[config.mk]
export PLATFORM = sky130hd
export DESIGN_NAME = phy_init_seq
export DESIGN_NICKNAME = d
export VERILOG_FILES = /design/src/rtl/phy_init_seq.sv
export SDC_FILE = /design/constraint.sdc
export NUM_CORES = 1
export LEC_CHECK = 0
export CAP_MARGIN = 20
export CORE_MARGIN = 4
export CORE_UTILIZATION = 50
export CTS_BUF_LIST = sky130_fd_sc_hd__clkbuf_8
export DETAILED_ROUTE_END_ITERATION = 8
export PLACE_DENSITY_LB_ADDON = 0.25
export SLEW_MARGIN = 10
export SYNTH_ARGS = -nofsm -noshare
export SYNTH_HDL_FRONTEND = slang
export SYNTH_SLANG_ARGS = --single-unit
export TNS_END_PERCENT = 1
[constraint.sdc]
create_clock -name clk -period 2.96 [get_ports clk]
set_input_delay 0.592 -clock clk [delete_from_list [all_inputs] [get_ports clk]]
set_output_delay 0.592 -clock clk [all_outputs]
set_load 0.005 [all_outputs]
[src/rtl/phy_init_seq.sv]
module phy_init_seq #(
  parameter int CLK_MHZ    = 200,
  parameter int TIMEOUT_US = 100,
  parameter int AW         = 8,
  parameter int DW         = 8
) (
  input  logic          clk,
  input  logic          rst_n,
  input  logic          start,
  output logic          acc_req,
  output logic          acc_wr,
  output logic [AW-1:0] acc_addr,
  output logic [DW-1:0] acc_wdata,
  input  logic          acc_ack,
  input  logic          acc_err,
  input  logic [DW-1:0] acc_rdata,
  output logic          done,
  output logic          error
);
  localparam int LIMIT    = CLK_MHZ * TIMEOUT_US;
  localparam int TW       = $clog2(LIMIT + 1);
  localparam int SW       = 4;
  localparam int CAL_STEP = 2;

  localparam logic [1:0] K_RMW  = 2'd0;
  localparam logic [1:0] K_POLL = 2'd1;
  localparam logic [1:0] K_WR   = 2'd2;

  logic          run;
  logic [SW-1:0] step;
  logic          wphase;
  logic [DW-1:0] hold;
  logic [TW-1:0] tmr;
  logic [AW-1:0] s_addr;
  logic [DW-1:0] s_mask;
  logic [1:0]    s_kind;

  always_comb begin
    s_kind = K_RMW;
    s_addr = '0;
    s_mask = '0;
    case (step)
      4'd0:    begin s_addr = AW'(8'h01); s_mask = DW'(8'h42); end
      4'd1:    begin s_addr = AW'(8'h02); s_mask = DW'(8'h02); end
      4'd2:    begin s_addr = AW'(8'h03); s_mask = DW'(8'h10); s_kind = K_POLL; end
      4'd3:    begin s_addr = AW'(8'h06); s_mask = DW'(8'h03); end
      4'd4:    begin s_addr = AW'(8'h08); s_mask = DW'(8'h02); end
      4'd5:    begin s_addr = AW'(8'h20); s_mask = DW'(8'h01); end
      4'd6:    begin s_addr = AW'(8'h07); s_mask = DW'(8'hFF); end
      4'd7:    begin s_addr = AW'(8'h09); s_mask = DW'(8'hFF); end
      4'd8:    begin s_addr = AW'(8'h21); s_mask = DW'(8'hFF); end
      4'd9:    begin s_addr = AW'(8'h22); s_mask = DW'(8'h01); end
      4'd10:   begin s_addr = AW'(8'h23); s_mask = DW'(8'h01); end
      4'd11:   begin s_addr = AW'(8'h0F); s_mask = DW'(8'h07); end
      default: begin s_addr = AW'(8'h11); s_mask = DW'(8'h04); s_kind = K_WR; end
    endcase
  end

  assign acc_req   = run;
  assign acc_wr    = (s_kind == K_WR) | ((s_kind == K_RMW) & wphase);
  assign acc_addr  = s_addr;
  assign acc_wdata = (s_kind == K_WR) ? s_mask : (hold | s_mask);

  always_ff @(posedge clk) begin
    if (!rst_n) begin
      run    <= 1'b1;
      step   <= '0;
      wphase <= 1'b0;
      hold   <= '0;
      tmr    <= '0;
      done   <= 1'b0;
      error  <= 1'b0;
    end else if (!run) begin
      if (start) begin
        run    <= 1'b1;
        step   <= '0;
        wphase <= 1'b0;
        tmr    <= '0;
        done   <= 1'b0;
        error  <= 1'b0;
      end
    end else begin
      if (step == SW'(CAL_STEP) && tmr != TW'(LIMIT)) tmr <= tmr + 1'b1;
      if (acc_ack) begin
        if (acc_err) begin
          run   <= 1'b0;
          error <= 1'b1;
        end else begin
          case (s_kind)
            K_RMW: begin
              if (!wphase) begin
                hold   <= acc_rdata;
                wphase <= 1'b1;
              end else begin
                wphase <= 1'b0;
                step   <= step + 1'b1;
              end
            end
            K_POLL: begin
              if (|(acc_rdata & s_mask)) step <= step + 1'b1;
              else if (tmr == TW'(LIMIT)) begin
                run   <= 1'b0;
                error <= 1'b1;
              end
            end
            default: begin
              run  <= 1'b0;
              done <= 1'b1;
            end
          endcase
        end
      end
    end
  end
endmodule

* Word-level counts from Yosys, hierarchy flattened
Index checks and enable logic that the tools add are counted.
** Operators by class
- Divide/modulo/power cells :: 0
- Bitwise logic cells :: 6
- Order comparisons :: 0
- Equality and inequality tests :: 26
- Muxes and demuxes :: 37
- Multiply operators :: 0
- Shift-type cells :: 0
- Reduce and logical (&&, ||, !) cells :: 16
- $add $sub $neg :: 2
** Operator list (count)
- one-hot mux 6 bit (12 select lines) :: 1
- one-hot mux 8 bit (7 select lines) :: 1
- 2-to-1 mux 15 bit :: 3
- 2-to-1 mux 4 bit :: 6
- 2-to-1 mux 1 bit :: 22
- equality test 4 x 3 -> 1 bit (second input constant) :: 4
- equality test 4 bit (second input constant) :: 4
- adder 15 x 1 -> 15 bit (second input constant) :: 1
- equality test 15 bit (second input constant) :: 1
- inequality test 15 bit (second input constant) :: 1
- OR reduction 11 bit :: 1
- AND reduction 5 bit :: 2
- inequality test 3 bit (second input constant) :: 3
- bitwise AND 8 bit :: 1
- equality test 4 x 2 -> 1 bit (second input constant) :: 2
- 2-to-1 mux 8 bit :: 1
- OR 8 bit :: 1
- one-hot mux 4 bit (2 select lines) :: 1
- AND reduction 4 bit :: 2
- OR reduction 8 bit :: 1
- inequality test 2 bit (second input constant) :: 3
- inequality test 3 x 2 -> 1 bit (second input constant) :: 2
- AND reduction 6 bit :: 1
- OR reduction 3 bit :: 2
- other kinds (17) :: 20
** Storage, ports and cells
- Bits in writable memories :: 0
- Logic and storage cells :: 94
- Bits in latches :: 0
- Bits in registers :: 31
- Memories kept :: 0
- Bits in read-only memories :: 0
- Output and inout bits :: 20

* Longest topological paths before layout
Gate-level depths: netlist (run 1).
- Word-level depth :: 10
- Mapped depth :: 11
- Gate-level depth less buffers :: 9

* Worst setup path after synthesis (run 1)
Ideal clock, no wire load.
- Path type :: reg-to-reg
- Start :: register step[0]
- End :: register run, in the netlist acc_req
- Required time :: 2838 ps
- Setup time :: 122 ps
- Path slack :: 566 ps
- Stages on the path, launching flop included :: 10
- Arrival :: 2273 ps
- Period minus slack after synthesis :: 2394 ps
- Path buffers :: 2
- Path through :: dfxtp_1 inv_1 ha_1 buf_2 or4_1 and2_1 buf_6 a221oi_2 a311oi_1 a221o_1
** Between the ends
- Cells in the longest elaborated chain, start to end :: 10
- Elaborated cells on any way between the ends :: 27
- Classes of those cells :: 12 x eq/ne; 7 x mux; 1 x bitwise; 7 x reduce/logical
** Ends and longest elaborated chain
- from (decl) :: line 30 : logic [SW-1:0] step;
- from (signal assigned) :: line 96 : step <= step + 1'b1;
- from (signal assigned) :: line 100 : if (|(acc_rdata & s_mask)) step <= step + 1'b1;
- equality test 4 bit (tied with other cells) :: line 42 : case (step)
- OR reduction 3 bit (no source line) or OR reduction 2 bit (tied branches)
- one-hot mux 8 bit (7 select lines) :: line 42
- bitwise AND 8 bit :: line 100
- OR reduction 8 bit :: line 100
- 2-to-1 mux 1 bit :: line 100
- one-hot mux 1 bit (2 select lines) (*) :: line 89 : case (s_kind)
- 2-to-1 mux 1 bit (*) :: line 85 : if (acc_err) begin
- 2-to-1 mux 1 bit (*) :: line 84 : if (acc_ack) begin
- 2-to-1 mux 1 bit (*) :: line 73 : end else if (!run) begin
- to (signal assigned) :: line 75 : run <= 1'b1;
- to (signal assigned) :: line 86 : run <= 1'b0;
- to (signal assigned) :: line 102 : run <= 1'b0;
- to (decl) :: line 29 : logic run;
Every way passes the cells marked *; elsewhere a longest branch is shown, timed or not.
A chain may end at the register's enable or synchronous reset.

* Final worst setup path (run 1)
- Start :: register step[0]
- End :: output port acc_wdata[3]
** Between the ends
- Cells in the longest elaborated chain, start to end :: 5
- Elaborated cells on any way between the ends :: 21
- Classes of those cells :: 12 x eq/ne; 3 x mux; 1 x bitwise; 5 x reduce/logical
** Ends and longest elaborated chain
- equality test 4 bit (tied with other cells) :: line 42
- OR reduction 11 bit (no source line) (tied with other cells)
- one-hot mux 2 bit (2 select lines) or one-hot mux 8 bit (7 select lines) (tied branches) :: line 42
- equality test 2 bit or OR 8 bit (tied branches) :: line 62 : assign acc_wdata = (s_kind == K_WR) ? s_mask : (hold | s_mask);
- 2-to-1 mux 8 bit (*) :: line 62
- to (decl) :: line 13 : output logic [DW-1:0] acc_wdata,
Marks and branches as above.

==> results of run 1 <==
==> power groups by stage <==
stage	combinational, uW	sequential, uW	clock [uW]
6_report	174	440	432
5_1_grt	190	441	458
4_1_cts	172	440	444
3_5_place_dp	170	449	0
3_3_place_gp	167	448	0
2_1_floorplan	100	444	0
==> layout make-up <==
| class | count | area (um2) |
|---|---|---|
| clock buffers | 6 | 82.58 |
| clock inverters | 2 | 35.03 |
| fillers | 341 | 1276 |
| inverters | 13 | 48.80 |
| multi-input cells | 186 | 1242 |
| flip-flops and latches | 31 | 623.1 |
| well taps | 48 | 60.06 |
| repair buffers | 40 | 375.4 |
==> flip-flops by register name, summed over array words and instances (netlist names) <==
signal / flops
step: 4
acc_req: 1
done: 1
error: 1
tmr: 15
hold: 8
wphase: 1
==> stage by stage <==
step | instances | setup slack, ns | utilization [%] | area, um2 | power, uW
floorplan | 247 | 0.5655 | - | 1989 | 544.3
global placement | 318 | 0.2590 | 62.37 | 2335 | 615.6
detailed placement | 318 | 0.2239 | 62.37 | 2335 | 618.9
CTS | 326 | 0.07320 | 65.64 | 2457 | 1056
global route | 326 | 0.03770 | 65.91 | 2467 | 1090
finish | 326 | 0.1206 | 65.91 | 2467 | 1045
==> placed cells by master (no fill, tap or decap), types with 2 or more instances in the layout <==
cell type	instances
ha_1	5
and2_1	3
o21a_1	2
nor3b_1	3
and3_1	2
dfxtp_2	2
o2111a_1	2
dfxtp_1	29
o31ai_1	4
buf_4	10
inv_1	12
conb_1	2
a21oi_1	11
nand2_1	16
clkbuf_8	6
nand3_1	6
nor2b_1	12
nand4b_1	2
mux2i_1	12
or4b_1	2
o21ai_0	8
nor3_1	9
a21o_1	3
o22ai_1	5
a22oi_1	2
or2_2	3
a31oi_1	3
clkdlybuf4s50_1	30
nor2_1	27
or3_1	4
or4_4	2
o21bai_1	2
a21boi_1	3
or4b_2	2
xnor2_1	5
o41ai_1	2
nand2b_1	3
==> layer usage <==
layer / up-vias / GRT usage, %
li1: 941 / -
met1: 844 / 22.46
met2: 50 / 32.34
met3: 2 / 5.114
met4: 0 / 6.889
met5: - / 0
==> worst max-delay path by stage <==
stage / depth (start not counted) / endpoint
3_5_place_dp: 6 / acc_addr[4]
3_3_place_gp: 6 / acc_wdata[7]
2_1_floorplan: 9 / acc_req
5_1_grt: 6 / acc_wdata[3]
4_1_cts: 6 / acc_wdata[3]
6_report: 6 / acc_wdata[3]
==> repair_timing <==
item / 4_1_cts / 5_1_grt
gates cloned: 0 / 0
setup endpoints to repair: 7 / 5
resized for setup: 5 / 4
==> cell families (layout without fill, tap and decap cells) <==
family,Yosys count,count (layout),share of synthesized area (%)
AOI/OAI and AO/OA,54,54,19.41
adders and majority gates,6,6,3.781
buffers and inverters,30,61,7.309
other,1,2,0.1889
xor gates and xnor gates,6,6,2.646
DFF,31,31,31.25
muxes,12,12,6.049
and+or+nand+nor,106,106,29.36
==> worst max-delay path: cells and delay by family, from the launching register on <==
kind                     cells  cell delay (ns)
adder cells (fa/ha/maj)      1             0.19
AND/OR/NAND/NOR              2             0.72
AO/OA/AOI/OAI                1             0.18
buffers and inverters        2             0.51
flip-flops                   1             0.36
==> impl_metrics.prom, run 1 <==
# TYPE chip_impl_metric gauge
chip_impl_info{name="run_status",value="completed"} 1
chip_impl_metric{name="design.final.nets",unit=""} 296
chip_impl_metric{name="number_of_antenna_violations_at_the_first_check_in_global_routing",unit=""} 0
chip_impl_metric{name="gpl.final_weighted_congestion",unit=""} 0.8096
chip_impl_metric{name="power.sequential.fraction",unit="%"} 42.1
chip_impl_info{name="setup.worst_path.class",value="reg -> out"} 1
chip_impl_info{name="tritoncts_clock_tree",value="yes"} 1
chip_impl_metric{name="critical_path_required",unit="ns"} 2.37
chip_impl_info{name="min_delay_path_class",value="reg -> reg"} 1
chip_impl_metric{name="cp_max_fo",unit=""} 8
chip_impl_metric{name="max_freq",unit="MHz"} 352.2
chip_impl_info{name="cts-root-buf",value="clkbuf_8"} 1
chip_impl_metric{name="finalHoldWorstSlack",unit="ns"} 0.4883
chip_impl_info{name="r2r-end",value="step[1]"} 1
chip_impl_metric{name="coreArea",unit="um2"} 3744
chip_impl_info{name="hold-path-endpoint",value="done"} 1
chip_impl_info{name="cp-startpoint",value="step[0]"} 1
chip_impl_metric{name="post-synth-top-area-fraction",unit="%"} 31.25
chip_impl_metric{name="combPwrFrac",unit="%"} 16.6
chip_impl_info{name="critical-path-slowest-cell",value="or4_4"} 1
chip_impl_metric{name="sw_frac_of_total",unit="%"} 23.87
chip_impl_metric{name="die_area",unit="um2"} 5044
chip_impl_metric{name="h_tree_level_count",unit=""} 2
chip_impl_metric{name="place.port_buffers",unit=""} 30
chip_impl_info{name="start_kind",value="flip-flop"} 1
chip_impl_metric{name="detailroute.wirelength.met3",unit="um"} 259
chip_impl_metric{name="metal2_wl",unit="um"} 2253
chip_impl_metric{name="remaining_drc_errors",unit=""} 0
chip_impl_metric{name="routed_wire_length",unit="um"} 4566
chip_impl_metric{name="routedLengthMet1",unit="um"} 2035
chip_impl_metric{name="vias",unit=""} 1837
chip_impl_metric{name="clk-insertion-delay-late",unit="ns"} 0.28
chip_impl_metric{name="hold-path-cell-count",unit=""} 2
chip_impl_metric{name="setup_violations_final",unit=""} 0
chip_impl_metric{name="antenna-diode-count",unit=""} 0
chip_impl_metric{name="power_per_cell_area",unit="nW/um2"} 423.6
chip_impl_metric{name="final_min_period_over_clock_period",unit="%"} 95.93
chip_impl_metric{name="routed_wire_length_per_instance",unit="um"} 14.01
chip_impl_metric{name="first_pass_iters",unit=""} 4
chip_impl_metric{name="via_count_of_the_first_global_routing_pass",unit=""} 1763
chip_impl_metric{name="drv_slew",unit=""} 0
chip_impl_info{name="synthTopCellsByCount",value="dfxtp_1 (31), nor2_1 (27), nand2_1 (16)"} 1
chip_impl_info{name="topmost_layer_with_routed_signal_wires",value="met4"} 1
chip_impl_metric{name="timing.final.hold_violations",unit=""} 0
chip_impl_metric{name="gr-usage-all-layers",unit="%"} 18.86
chip_impl_metric{name="ys_types",unit=""} 53
chip_impl_info{name="yosys_most_used_dff",value="dfxtp_1"} 1
chip_impl_metric{name="synth.ff_latch_count",unit=""} 31
chip_impl_metric{name="cts.sink_count",unit=""} 31
chip_impl_metric{name="die_h",unit="um"} 71.02
chip_impl_metric{name="avgViaCountPerCell",unit=""} 5.635
chip_impl_metric{name="slowest_delay",unit="ns"} 0.53
chip_impl_metric{name="cts.clk_slew.worst_paths",unit="ns"} 0.06
chip_impl_metric{name="worst-r2r-cell-count",unit=""} 9
chip_impl_metric{name="ir_worst_vdd",unit="uV"} 261.2
chip_impl_info{name="hold_path.startpoint",value="done"} 1
chip_impl_metric{name="leakage",unit="uW"} 0.0009205
chip_impl_metric{name="synth_cells",unit=""} 246
chip_impl_metric{name="post_route_cells_drive_above_1_share",unit="%"} 13.31
chip_impl_metric{name="seq_area_frac_synth",unit="%"} 31.25
chip_impl_metric{name="cts.hold.buffers_added",unit=""} 0
chip_impl_metric{name="tritoncts.num_buffers",unit=""} 5
chip_impl_metric{name="async_reset_ff_share",unit="%"} 0
chip_impl_metric{name="die_w",unit="um"} 71.02
chip_impl_metric{name="layout-area-overhead-vs-synth",unit="%"} 24.26
chip_impl_metric{name="drt_first_iter_violations",unit=""} 144
chip_impl_info{name="grt_setup_unrepaired",value="false"} 1
chip_impl_info{name="reg2reg_from",value="step[0]"} 1
chip_impl_metric{name="detailed_place_hpwl",unit="um"} 3329
chip_impl_info{name="synth.area.top_cells",value="dfxtp_1 (31%), mux2i_1 (6.0%), nor2_1 (5.1%), ha_1 (3.8%), nor2b_1 (3.8%)"} 1
chip_impl_metric{name="period_minus_slack",unit="ns"} 2.839
chip_impl_metric{name="initial_utilization",unit="%"} 53.04
chip_impl_info{name="critPathCaptureType",value="output port"} 1
chip_impl_metric{name="clk_path_buf_depth",unit=""} 2
chip_impl_info{name="sequence_of_cells_on_the_critical_path",value="inv_1 > ha_2 > or4_4 > and2_4 > a21o_1 > clkdlybuf4s50_1"} 1
chip_impl_metric{name="reg2reg_slack",unit="ns"} 0.43
chip_impl_metric{name="largest_net_degree_at_the_start_of_global_routing",unit=""} 24
chip_impl_metric{name="power_frac_clock",unit="%"} 41.3
chip_impl_metric{name="design.portCount",unit=""} 33
chip_impl_metric{name="power.internal",unit="uW"} 795.7
chip_impl_metric{name="grt.overflow.total",unit=""} 0
chip_impl_metric{name="ys_warn_count",unit=""} 0
chip_impl_metric{name="grt_first_pass_wirelength",unit="um"} 7817
chip_impl_metric{name="antenna_violating_nets_post_route",unit=""} 0
chip_impl_metric{name="synth_enable_flop_cells",unit=""} 0
chip_impl_metric{name="setup_tns",unit="ns"} 0
chip_impl_metric{name="switchingPower",unit="uW"} 249.5
chip_impl_metric{name="rows",unit=""} 22
chip_impl_info{name="synth.most_common_cell",value="dfxtp_1"} 1
chip_impl_metric{name="worstPathArrival",unit="ns"} 2.25
chip_impl_metric{name="cts_setup_buffers",unit=""} 0
chip_impl_metric{name="max_cap_viol_count",unit=""} 0
chip_impl_metric{name="synthesis.area",unit="um2"} 1986
chip_impl_info{name="synthDominantAreaCellType",value="dfxtp_1"} 1
chip_impl_metric{name="final.setup_skew",unit="ns"} 0.008970
chip_impl_metric{name="synth_area_per_cell",unit="um2"} 8.072
Note: power is estimated with default switching activity, not from simulation.
==> run 2, diff against run 1 <==
--- a/config.mk
+++ b/config.mk
@@ -6,6 +6,7 @@
 export NUM_CORES = 1
 export LEC_CHECK = 0
 export CAP_MARGIN = 20
+export CORE_ASPECT_RATIO = 0.7
 export CORE_MARGIN = 4
 export CORE_UTILIZATION = 50
 export CTS_BUF_LIST = sky130_fd_sc_hd__clkbuf_8
==> impl_metrics.prom, run 2 (synthesized netlist as in run 1, its figures left out) <==
# TYPE chip_impl_metric gauge
chip_impl_metric{name="clk-insertion-delay-late",unit="ns"} 0.28
chip_impl_info{name="r2r-end",value="step[1]"} 1
chip_impl_metric{name="remaining_drc_errors",unit=""} 0
chip_impl_metric{name="leakage",unit="uW"} 0.0009193
chip_impl_metric{name="largest_net_degree_at_the_start_of_global_routing",unit=""} 24
chip_impl_metric{name="setup_tns",unit="ns"} 0
chip_impl_metric{name="coreArea",unit="um2"} 3671
chip_impl_metric{name="initial_utilization",unit="%"} 54.09
chip_impl_metric{name="drt_first_iter_violations",unit=""} 151
chip_impl_metric{name="worstPathArrival",unit="ns"} 2.27
chip_impl_metric{name="cp_max_fo",unit=""} 7
chip_impl_metric{name="vias",unit=""} 1860
chip_impl_metric{name="final.setup_skew",unit="ns"} 0.003782
chip_impl_metric{name="routed_wire_length_per_instance",unit="um"} 14.76
chip_impl_metric{name="power_frac_clock",unit="%"} 35.2
chip_impl_info{name="critPathCaptureType",value="output port"} 1
chip_impl_info{name="run_status",value="completed"} 1
chip_impl_metric{name="detailroute.wirelength.met3",unit="um"} 430
chip_impl_metric{name="power_per_cell_area",unit="nW/um2"} 388.6
chip_impl_metric{name="cts.hold.buffers_added",unit=""} 0
chip_impl_info{name="min_delay_path_class",value="reg -> reg"} 1
chip_impl_metric{name="ir_worst_vdd",unit="uV"} 278.3
chip_impl_metric{name="antenna_violating_nets_post_route",unit=""} 0
chip_impl_metric{name="finish.cell_count_without_fillers",unit=""} 327
chip_impl_metric{name="via_count_of_the_first_global_routing_pass",unit=""} 1607
chip_impl_info{name="grt_setup_unrepaired",value="false"} 1
chip_impl_metric{name="gpl.final_weighted_congestion",unit=""} 0.9070
chip_impl_info{name="reg.largest.list",value="tmr: 15 flops, hold: 8 flops, step: 4 flops"} 1
chip_impl_metric{name="place_inst",unit=""} 319
chip_impl_metric{name="power.internal",unit="uW"} 704.7
chip_impl_metric{name="critical_path_required",unit="ns"} 2.37
chip_impl_info{name="topmost_layer_with_routed_signal_wires",value="met4"} 1
chip_impl_metric{name="avgViaCountPerCell",unit=""} 5.688
chip_impl_metric{name="worst_pin_slew",unit="ns"} 0.5363
chip_impl_metric{name="detailed_place_hpwl",unit="um"} 3564
chip_impl_metric{name="routed_wire_length",unit="um"} 4828
chip_impl_metric{name="hold-path-cell-count",unit=""} 2
chip_impl_metric{name="switchingPower",unit="uW"} 243.8
chip_impl_metric{name="period_minus_slack",unit="ns"} 2.861
chip_impl_metric{name="drv_slew",unit=""} 0
chip_impl_metric{name="sw_frac_of_total",unit="%"} 25.70
chip_impl_metric{name="die_w",unit="um"} 83.32
chip_impl_metric{name="clk_path_buf_depth",unit=""} 2
chip_impl_metric{name="grt_first_pass_wirelength",unit="um"} 7866
chip_impl_metric{name="metal2_wl",unit="um"} 1886
chip_impl_metric{name="final_design_area_no_fill",unit="um2"} 2441
chip_impl_info{name="reg2reg_from",value="step[2]"} 1
chip_impl_metric{name="largest_register_ff_count",unit=""} 15
chip_impl_metric{name="final_min_period_over_clock_period",unit="%"} 96.65
chip_impl_metric{name="post_route_cells_drive_above_1_share",unit="%"} 13.00
chip_impl_metric{name="design.portCount",unit=""} 33
chip_impl_metric{name="combPwrFrac",unit="%"} 18.5
chip_impl_info{name="layout_common_cells",value="dfxtp_1 (29), clkdlybuf4s50_1 (29), nor2_1 (27)"} 1
chip_impl_metric{name="relSlewSlack",unit="%"} 64.25
chip_impl_metric{name="h_tree_level_count",unit=""} 2
chip_impl_info{name="cts-root-buf",value="clkbuf_8"} 1
chip_impl_metric{name="die_area",unit="um2"} 5060
chip_impl_metric{name="antenna-diode-count",unit=""} 0
chip_impl_metric{name="gr-usage-all-layers",unit="%"} 19.68
chip_impl_metric{name="max_freq",unit="MHz"} 349.5
chip_impl_metric{name="rows",unit=""} 18
chip_impl_metric{name="worst-r2r-cell-count",unit=""} 8
chip_impl_info{name="hold-path-endpoint",value="done"} 1
chip_impl_metric{name="cts.clk_slew.worst_paths",unit="ns"} 0.06
chip_impl_info{name="cp-startpoint",value="step[0]"} 1
chip_impl_metric{name="die_h",unit="um"} 60.73
chip_impl_metric{name="tritoncts.num_buffers",unit=""} 5
chip_impl_metric{name="layout-area-overhead-vs-synth",unit="%"} 22.94
chip_impl_metric{name="place.port_buffers",unit=""} 30
chip_impl_metric{name="max_cap_viol_count",unit=""} 0
chip_impl_info{name="max_flop_register",value="tmr"} 1
chip_impl_info{name="setup.worst_path.class",value="reg -> out"} 1
chip_impl_metric{name="dpl_cell_area",unit="um2"} 2330
chip_impl_metric{name="design.final.nets",unit=""} 296
chip_impl_metric{name="number_of_antenna_violations_at_the_first_check_in_global_routing",unit=""} 0
chip_impl_metric{name="power",unit="uW"} 948.5
chip_impl_metric{name="filler_cell_count",unit=""} 313
chip_impl_metric{name="timing.final.hold_violations",unit=""} 0
chip_impl_info{name="hold_path.startpoint",value="done"} 1
chip_impl_metric{name="postLayoutCoreUtil",unit="%"} 66.50
chip_impl_info{name="start_kind",value="flip-flop"} 1
chip_impl_metric{name="setup_violations_final",unit=""} 0
chip_impl_info{name="tritoncts_clock_tree",value="yes"} 1
chip_impl_metric{name="first_pass_iters",unit=""} 4
chip_impl_metric{name="grt.overflow.total",unit=""} 0
chip_impl_metric{name="reg2reg_slack",unit="ns"} 0.42
chip_impl_metric{name="power.sequential.fraction",unit="%"} 46.4
chip_impl_metric{name="cts.sink_count",unit=""} 31
chip_impl_metric{name="routedLengthMet1",unit="um"} 2473
[run 2: cell types whose count changed in the layout (fill, tap and decap cells not counted), sizes merged]
cell	delta
bufinv	-1
clkdlybuf4s50	-1
dlymetal6s2s	+1
[run 2: cell type report]
class | instances | area [um2] | area share, %
repair buffers | 40 | 377.9 | 15.48
multi-input cells | 186 | 1239 | 50.74
clock buffers | 6 | 82.58 | 3.383
inverters | 13 | 48.80 | 1.999
clock inverters | 1 | 5.005 | 0.2050
well taps | 50 | 62.56 | 2.563
flip-flops and latches | 31 | 625.6 | 25.63
[run 2: worst max-delay path by stage]
stage	to	slack, ns	cells past startpoint
after floorplan	acc_req	0.57	9
after global placement	acc_addr[4]	0.19	6
after detailed placement	acc_addr[4]	0.13	6
after CTS	acc_wr	0.007	7
after global routing	acc_wdata[6]	0.02	7
final	acc_addr[4]	0.1	6
[run 2: power groups by stage]
stage / Clock (uW) / Combinational [uW] / Sequential (uW)
finish: 334 / 175 / 440
global placement: 0 / 168 / 449
global route: 365 / 190 / 441
detailed placement: 0 / 170 / 449
floorplan: 0 / 100 / 444
CTS: 344 / 174 / 440
[run 2: routing by layer]
layer / vias to the layer above / track usage [%]
met4: 0 / 6.061
met5: - / 0
met3: 4 / 4.478
li1: 933 / -
met1: 852 / 30.03
met2: 71 / 27.28
[run 2: what timing repair did]
action                                  in CTS  in global routing
endpoints found under the setup margin       7                  7
resized for setup                            5                  5
pin swaps                                    1                  0
hold endpoints to repair                     0                  0
setup buffers                                1                  0
[run 2: per-stage QoR]
stage | hold WS [ns] | setup slack (ns)
6_report | 0.4804 | 0.09903
5_1_grt | 0.5163 | 0.02049
4_1_cts | 0.4877 | 0.006647
3_5_place_dp | 0.4689 | 0.1270
3_3_place_gp | 0.4675 | 0.1916
2_1_floorplan | 0.4604 | 0.5655
[run 2: critical path, cell delays in order, from the launching register on]
cell and delay, ns:
dfxtp_4 0.36, inv_2 0.05, ha_1 0.20, or4_4 0.53
and2_4 0.18, inv_2 0.13, clkdlybuf4s50_1 0.52
==> run 3, diff against run 2 <==
--- a/config.mk
+++ b/config.mk
@@ -5,7 +5,7 @@
 export SDC_FILE = /design/constraint.sdc
 export NUM_CORES = 1
 export LEC_CHECK = 0
-export CAP_MARGIN = 20
+export CAP_MARGIN = 5
 export CORE_ASPECT_RATIO = 0.7
 export CORE_MARGIN = 4
 export CORE_UTILIZATION = 50
==> results of run 3 <==
The final DEF is identical to that of run 2; final timing and power are the same.
